--- src/rtl/abr_pkg.sv ---
package abr_pkg;

  typedef enum logic [1:0] {
    CELL_DATA = 2'd0,
    CELL_FRM  = 2'd1,
    CELL_BRM  = 2'd2,
    CELL_RSVD = 2'd3
  } cell_e;

  // strobes from control to datapath for one cycle
  typedef struct packed {
    logic  emit;
    cell_e emitType;
    logic  emitCi;
    logic  emitNi;
    logic  emitEfci;
    logic  useRate;
    logic  rateUpd;
    logic  updCi;
    logic  updNi;
  } strobe_t;

endpackage

--- src/rtl/abr_ctrl.sv ---
module abr_ctrl
  import abr_pkg::*;
#(
  parameter int CONN_W  = 2,
  parameter int NRM     = 4,
  parameter int LEVEL_W = 8,
  parameter int HI_TH   = 48,
  parameter int LO_TH   = 16
) (
  input  logic               clk,
  input  logic               rstN,
  input  logic               segEnd,
  input  logic               extCong,
  input  logic [LEVEL_W-1:0] abrLevel,
  input  logic               inValid,
  input  logic [1:0]         inType,
  input  logic [CONN_W-1:0]  inConn,
  input  logic               inCi,
  input  logic               inNi,
  input  logic               inEfci,
  output logic               inReady,
  output strobe_t            strb,
  output logic [CONN_W-1:0]  emitConn,
  output logic [CONN_W-1:0]  updConn
);

  localparam int NCONN = 1 << CONN_W;
  localparam int CNT_W = $clog2(NRM + 1);
  localparam logic [CNT_W-1:0] CNT_LAST = CNT_W'(NRM - 1);

  logic              congReg;
  logic              congEff;
  logic              accept;
  logic              dataHit;
  logic              wrapHit;
  cell_e             cellType;
  logic              pendValid;
  cell_e             pendType;
  logic [CONN_W-1:0] pendConn;
  logic              pendCi;
  logic              pendNi;
  logic [CNT_W-1:0]  dataCnt [NCONN];

  assign cellType = cell_e'(inType);
  assign inReady  = !pendValid;
  assign accept   = inValid && inReady;
  assign congEff  = congReg || extCong;
  assign dataHit  = accept && segEnd && (cellType == CELL_DATA);
  assign wrapHit  = dataHit && (dataCnt[inConn] == CNT_LAST);
  assign updConn  = inConn;

  // queue congestion with hysteresis
  always_ff @(posedge clk or negedge rstN) begin
    if (!rstN) begin
      congReg <= 1'b0;
    end else if (abrLevel > LEVEL_W'(HI_TH)) begin
      congReg <= 1'b1;
    end else if (abrLevel < LEVEL_W'(LO_TH)) begin
      congReg <= 1'b0;
    end
  end

  // data cell counters per connection for forward RM insertion
  for (genvar g = 0; g < NCONN; g++) begin : g_cnt
    always_ff @(posedge clk or negedge rstN) begin
      if (!rstN) begin
        dataCnt[g] <= '0;
      end else if (dataHit && (inConn == CONN_W'(g))) begin
        dataCnt[g] <= (dataCnt[g] == CNT_LAST) ? '0 : dataCnt[g] + 1'b1;
      end
    end
  end

  // single slot for a generated cell
  always_ff @(posedge clk or negedge rstN) begin
    if (!rstN) begin
      pendValid <= 1'b0;
      pendType  <= CELL_DATA;
      pendConn  <= '0;
      pendCi    <= 1'b0;
      pendNi    <= 1'b0;
    end else if (pendValid) begin
      pendValid <= 1'b0;
    end else if (accept && segEnd && cellType == CELL_FRM) begin
      pendValid <= 1'b1;
      pendType  <= CELL_BRM;
      pendConn  <= inConn;
      pendCi    <= inCi || congEff;
      pendNi    <= inNi;
    end else if (wrapHit) begin
      pendValid <= 1'b1;
      pendType  <= CELL_FRM;
      pendConn  <= inConn;
      pendCi    <= 1'b0;
      pendNi    <= 1'b0;
    end
  end

  always_comb begin
    strb     = '0;
    emitConn = inConn;
    if (pendValid) begin
      strb.emit     = 1'b1;
      strb.emitType = pendType;
      strb.emitCi   = pendCi;
      strb.emitNi   = pendNi;
      strb.useRate  = (pendType == CELL_FRM);
      emitConn      = pendConn;
    end else if (accept) begin
      unique case (cellType)
        CELL_DATA: begin
          strb.emit     = 1'b1;
          strb.emitType = CELL_DATA;
          strb.emitEfci = segEnd ? 1'b0 : inEfci;
        end
        CELL_FRM, CELL_BRM: begin
          if (!segEnd) begin
            strb.emit     = 1'b1;
            strb.emitType = cellType;
            strb.emitCi   = inCi || congEff;
            strb.emitNi   = inNi;
          end else if (cellType == CELL_BRM) begin
            strb.rateUpd = 1'b1;
            strb.updCi   = inCi;
            strb.updNi   = inNi;
          end
        end
        default: strb = '0;
      endcase
    end
  end

endmodule

--- src/rtl/abr_datapath.sv ---
module abr_datapath
  import abr_pkg::*;
#(
  parameter int CONN_W    = 2,
  parameter int RATE_W    = 16,
  parameter int PCR_RATE  = 4000,
  parameter int MCR_RATE  = 500,
  parameter int ICR_RATE  = 1000,
  parameter int RDF_SHIFT = 4,
  parameter int RIF_SHIFT = 5
) (
  input  logic              clk,
  input  logic              rstN,
  input  strobe_t           strb,
  input  logic [CONN_W-1:0] emitConn,
  input  logic [CONN_W-1:0] updConn,
  output logic              outValid,
  output logic [1:0]        outType,
  output logic [CONN_W-1:0] outConn,
  output logic              outCi,
  output logic              outNi,
  output logic              outEfci,
  output logic [RATE_W-1:0] outRate
);

  localparam int NCONN = 1 << CONN_W;
  localparam logic [RATE_W:0]   PCR_X   = (RATE_W+1)'(PCR_RATE);
  localparam logic [RATE_W:0]   MCR_X   = (RATE_W+1)'(MCR_RATE);
  localparam logic [RATE_W:0]   INC_X   = (RATE_W+1)'(PCR_RATE >> RIF_SHIFT);
  localparam logic [RATE_W-1:0] ICR_X   = RATE_W'(ICR_RATE);

  logic [RATE_W-1:0] ccr [NCONN];
  logic [RATE_W:0]   curX;
  logic [RATE_W:0]   candX;
  logic [RATE_W-1:0] nextRate;

  always_comb begin
    curX = {1'b0, ccr[updConn]};
    if (strb.updCi) begin
      candX = curX - (curX >> RDF_SHIFT);
    end else if (!strb.updNi) begin
      candX = curX + INC_X;
    end else begin
      candX = curX;
    end
    if (candX > PCR_X) begin
      candX = PCR_X;
    end else if (candX < MCR_X) begin
      candX = MCR_X;
    end
    nextRate = candX[RATE_W-1:0];
  end

  always_ff @(posedge clk or negedge rstN) begin
    if (!rstN) begin
      for (int i = 0; i < NCONN; i++) ccr[i] <= ICR_X;
    end else if (strb.rateUpd) begin
      ccr[updConn] <= nextRate;
    end
  end

  always_ff @(posedge clk or negedge rstN) begin
    if (!rstN) begin
      outValid <= 1'b0;
      outType  <= '0;
      outConn  <= '0;
      outCi    <= 1'b0;
      outNi    <= 1'b0;
      outEfci  <= 1'b0;
      outRate  <= '0;
    end else if (strb.emit) begin
      outValid <= 1'b1;
      outType  <= strb.emitType;
      outConn  <= emitConn;
      outCi    <= strb.emitCi;
      outNi    <= strb.emitNi;
      outEfci  <= strb.emitEfci;
      outRate  <= strb.useRate ? ccr[emitConn] : '0;
    end else begin
      outValid <= 1'b0;
      outType  <= '0;
      outConn  <= '0;
      outCi    <= 1'b0;
      outNi    <= 1'b0;
      outEfci  <= 1'b0;
      outRate  <= '0;
    end
  end

endmodule

--- src/rtl/abr_rm_egress.sv ---
module abr_rm_egress
  import abr_pkg::*;
#(
  parameter int CONN_W    = 2,
  parameter int RATE_W    = 16,
  parameter int LEVEL_W   = 8,
  parameter int NRM       = 4,
  parameter int HI_TH     = 48,
  parameter int LO_TH     = 16,
  parameter int PCR_RATE  = 4000,
  parameter int MCR_RATE  = 500,
  parameter int ICR_RATE  = 1000,
  parameter int RDF_SHIFT = 4,
  parameter int RIF_SHIFT = 5
) (
  input  logic               clk,
  input  logic               rstN,
  input  logic               segEnd,
  input  logic               extCong,
  input  logic [LEVEL_W-1:0] abrLevel,
  input  logic               inValid,
  input  logic [1:0]         inType,
  input  logic [CONN_W-1:0]  inConn,
  input  logic               inCi,
  input  logic               inNi,
  input  logic               inEfci,
  output logic               inReady,
  output logic               outValid,
  output logic [1:0]         outType,
  output logic [CONN_W-1:0]  outConn,
  output logic               outCi,
  output logic               outNi,
  output logic               outEfci,
  output logic [RATE_W-1:0]  outRate
);

  strobe_t           strb;
  logic [CONN_W-1:0] emitConn;
  logic [CONN_W-1:0] updConn;

  abr_ctrl #(
    .CONN_W(CONN_W), .NRM(NRM), .LEVEL_W(LEVEL_W), .HI_TH(HI_TH), .LO_TH(LO_TH)
  ) i_ctrl (
    .clk(clk), .rstN(rstN), .segEnd(segEnd), .extCong(extCong),
    .abrLevel(abrLevel), .inValid(inValid), .inType(inType), .inConn(inConn),
    .inCi(inCi), .inNi(inNi), .inEfci(inEfci), .inReady(inReady),
    .strb(strb), .emitConn(emitConn), .updConn(updConn)
  );

  abr_datapath #(
    .CONN_W(CONN_W), .RATE_W(RATE_W), .PCR_RATE(PCR_RATE), .MCR_RATE(MCR_RATE),
    .ICR_RATE(ICR_RATE), .RDF_SHIFT(RDF_SHIFT), .RIF_SHIFT(RIF_SHIFT)
  ) i_dp (
    .clk(clk), .rstN(rstN), .strb(strb), .emitConn(emitConn), .updConn(updConn),
    .outValid(outValid), .outType(outType), .outConn(outConn), .outCi(outCi),
    .outNi(outNi), .outEfci(outEfci), .outRate(outRate)
  );

endmodule

--- config.mk ---
export PLATFORM = sky130hd
export DESIGN_NAME = abr_rm_egress
export DESIGN_NICKNAME = d
export VERILOG_FILES = /design/src/rtl/abr_pkg.sv /design/src/rtl/abr_ctrl.sv /design/src/rtl/abr_datapath.sv /design/src/rtl/abr_rm_egress.sv
export SDC_FILE = /design/constraint.sdc
export NUM_CORES = 1
export LEC_CHECK = 0
export BUFFER_PORTS_ARGS = -buffer_cell sky130_fd_sc_hd__buf_2
export CAP_MARGIN = 0
export CORE_ASPECT_RATIO = 1.1
export CORE_MARGIN = 2
export CORE_UTILIZATION = 49
export CTS_BUF_LIST = sky130_fd_sc_hd__clkbuf_16
export DETAILED_ROUTE_END_ITERATION = 10
export GPL_ROUTABILITY_DRIVEN = 0
export PLACE_DENSITY_LB_ADDON = 0.15
export SLEW_MARGIN = 25
export SYNTH_ARGS = -nofsm -noshare
export SYNTH_HDL_FRONTEND = slang
export SYNTH_SLANG_ARGS = --single-unit
--- constraint.sdc ---
create_clock -name clk -period 4.9 [get_ports clk]
set_input_delay 0.98 -clock clk [delete_from_list [all_inputs] [get_ports clk]]
set_output_delay 0.98 -clock clk [all_outputs]
set_load 0.01 [all_outputs]
==> reports/metrics.yaml <==
clocking:
  cts_max_path_buffers: 2
  hold_buffers: 0
  ctsResizeCount: 0
  cts_tree: "yes"
  postCtsSetupBuffers: 0
  htreeDepth: 3
  clock_latency_ns: 0.36
  cts-buffers-inserted: 9
  clock-root-buffer: "clkbuf_16"
  clk_pin_slew_worst_paths_ns: 0.07
  cts.sinks: 108
route:
  ant_nets: 0
  first_iter_violations: 372
  via_count: 4991
  wirelength_um: 15900
  drt_first_pass_iters: 5
  drc: 0
  wl_per_cell_um: 19.2
  via_per_inst: 6.01
timing:
  setup_violations: 0
  fin_ws_ns: 0.339
  rsz0062_at_grt: "no"
  worstMarginPinSlew_ns: 1.05
  fmax_mhz: 219
  finalClockSkew_ns: 0.0129
  period_minus_slack_ns: 4.56
  hold_slack_ns: 0.488
  max_slew_margin: 0.295
  maxSlewViolCount: 0
  hold_viol_final: 0
  fin_crit_sh: 0.931
cells_and_area:
  drive_above_1_share: 0.245
  final_core_util: 0.571
  fillers: 1103
  n_antenna_cell: 0
  nets: 710
  area_growth_pct: 13.9
  final_area_sq_mm: 0.00719
setup_path:
  worst-r2r-setup-slack_ns: 0.78
  r2r-start: "i_dp.ccr[0]"
  path_cells: "buf_2, mux4_2, inv_1, ha_1, inv_1, fa_1, a211oi_1, o21ai_0, o21ai_0, a2bb2oi_1, a41oi_1, a31o_1, a211o_1, buf_4, or3_1, o21ai_1"
  critPathMaxStageDelay_ns: 0.53
  critPathSlowestCell: "mux4_2"
  crit_path_end_kind: "register"
  path_buf_inv: 4
  path_delay_family: "compound AO/OA/AOI/OAI gates"
  critPathRequiredTime_ns: 5.18
  cp-startpoint: "inConn[0]"
  criticalPathCategory: "input pin to register"
  crit_path_start_kind: "input pin"
  worst_ep_arrival_time_ns: 4.84
  path_max_fanout: 12
floorplanning:
  start_util: 0.501
  fp.coreArea_sq_mm: 0.0126
  rows: 43
  io_pins: 45
  dieArea_sq_mm: 0.0138
  die_y_um: 123
  die_w_um: 112
min_path:
  hp-start: "i_dp.ccr[3]"
  min_path_type: "register to register"
power:
  vdd_drop_max_uv: 271
  seqPwrFrac: 0.340
  swShare: 0.388
  power.total_mw: 3.73
  power.internal_mw: 2.28
  p_leak_nw: 3.23
  p_per_area_mw_per_mm2: 519
  clkPwrFrac: 0.199
  p_sw_mw: 1.45
  pwr-share-comb: 0.462
placement:
  hpwl_um: 11600
  dpl_cell_area_sq_mm: 0.00688
  numPortBuffers: 44
  place_ws_ns: -0.0863
logic_synthesis:
  ys_warn_count: 0
  async_reset_ff_frac: 1.00
  synth_edf_count: 0
  syn-num-nets: 650
  synth_cell_types: 67
  syn_inst: 608
  ys_seq_area_frac: 0.433
  syn-cell-area_sq_mm: 0.00631
  ys_ff_latch: 108
  synth_flop_cell: "dfrtp_1"
  post_synth.cell_area_avg_sq_um: 10.4
global_routing:
  grt_max_degree: 66
  grt_usage: 0.244
  grt_pass1_vias: 5159
  antenna_found_initial: 0
  grt_pass1_wl_um: 26300
  grt_overflow_total: 0
flow_run:
  cap_violations: 0
outcome:
  status: "complete, no violations"
cells in the mapped netlist, types with 2 or more instances:
cell type,count,area share
a211o_1,4,0.0056
a211oi_1,5,0.0059
a21boi_0,4,0.0048
a21o_1,4,0.0048
a21oi_1,38,0.030
a221oi_1,2,0.0028
a31oi_1,4,0.0040
and2_1,18,0.018
and3_1,3,0.0030
buf_2,5,0.0040
buf_6,3,0.0054
clkbuf_1,17,0.010
dfrtp_1,84,0.33
dfstp_2,24,0.10
ha_1,21,0.042
inv_1,29,0.017
mux2_2,5,0.0089
mux2i_1,13,0.021
mux4_2,31,0.11
nand2_1,60,0.036
nand2b_1,7,0.0069
nand3_1,19,0.015
nand4_1,5,0.0050
nand4b_1,3,0.0042
nor2_1,53,0.032
nor2b_1,23,0.023
nor3_1,8,0.0063
o211a_1,2,0.0032
o211ai_1,5,0.0059
o21a_1,4,0.0048
o21ai_0,16,0.013
o21ai_1,4,0.0032
o21bai_1,2,0.0024
o22a_1,3,0.0042
o22ai_1,3,0.0030
o31ai_1,22,0.026
or2_0,2,0.0020
or3_1,5,0.0050
or3b_2,2,0.0028
xnor2_1,14,0.019
xor2_1,6,0.0083
tightest hold or removal path, stage by stage, from the launching register on:
cell and delay [ns]:
dfstp_2 0.38, nand2_1 0.05, o31ai_1 0.06
layout by cell type, fill, tap and decap left out, drive strengths merged, types with 19 or more instances in the layout:
cell type and n:
dfrtp 84, buf 76, nand2 61, nor2 53
a21oi 38, mux4 31, inv 31, dfstp 24
nor2b 23, o31ai 22, ha 21, o21ai 20
nand3 19, and2 19
power groups by stage:
stage / registers (mW) / clock network (mW) / logic (mW)
2_1_floorplan: 1.23 / 0 / 1.23
3_3_place_gp: 1.27 / 0 / 1.65
3_5_place_dp: 1.28 / 0 / 1.68
4_1_cts: 1.26 / 0.761 / 1.69
5_1_grt: 1.29 / 0.792 / 1.90
6_report: 1.27 / 0.741 / 1.72
metal layers:
layer  vias to the layer above  GRT usage  part of all wire
met2                       166      0.403              0.48
met5                         -          0                 0
met4                         0      0.114             0.031
li1                       2324          -                 -
met3                        35     0.0304             0.048
met1                      2466      0.325              0.44
state kept, by name (all words and copies together), names as in the netlist:
signal / count
i_dp.ccr: 64
i_dp.outRate: 16
i_ctrl.dataCnt: 12
i_ctrl.pendConn: 2
i_ctrl.pendType: 2
i_dp.outConn: 2
i_dp.outType: 2
i_ctrl.congReg: 1
i_ctrl.pendCi: 1
i_ctrl.pendNi: 1
i_ctrl.pendValid: 1
i_dp.outCi: 1
i_dp.outEfci: 1
i_dp.outNi: 1
i_dp.outValid: 1
area by class of cell:
class,count,area (sq um),share of cell area
well taps,157,196,0.0273
inverters,30,113,0.0157
clock inverters,7,75.1,0.0104
clock buffers,9,225,0.0313
flip-flops and latches,108,2730,0.380
multi-input cells,443,3360,0.468
repair buffers,76,483,0.0672
per-stage QoR:
stage | std cells | setup TNS (ns)
after CTS | 830 | 0
after global routing | 830 | 0
after global placement | 813 | 0
after floorplan | 608 | 0
after detailed placement | 814 | -0.836
final | 830 | 0
kinds of logic after synthesis:
kind of cell	Yosys count	share of synthesized area
mux	49	0.140
fa+ha+maj	22	0.0448
simple gates	216	0.170
xor+xnor	20	0.0278
compound gates	136	0.145
buf+inv	57	0.0391
flops	108	0.433
final timing paths:
kind,end,cells after the start
setup / recovery,i_dp.ccr[17],16
hold / removal,i_dp.ccr[3],2
setup reg to reg,i_dp.ccr[17],15
hold reg to reg,i_dp.ccr[3],2
max in group asynchronous,i_dp.ccr[54],2
min in group asynchronous,i_ctrl.dataCnt[11],1
Power figures use the tool's default switching activity.
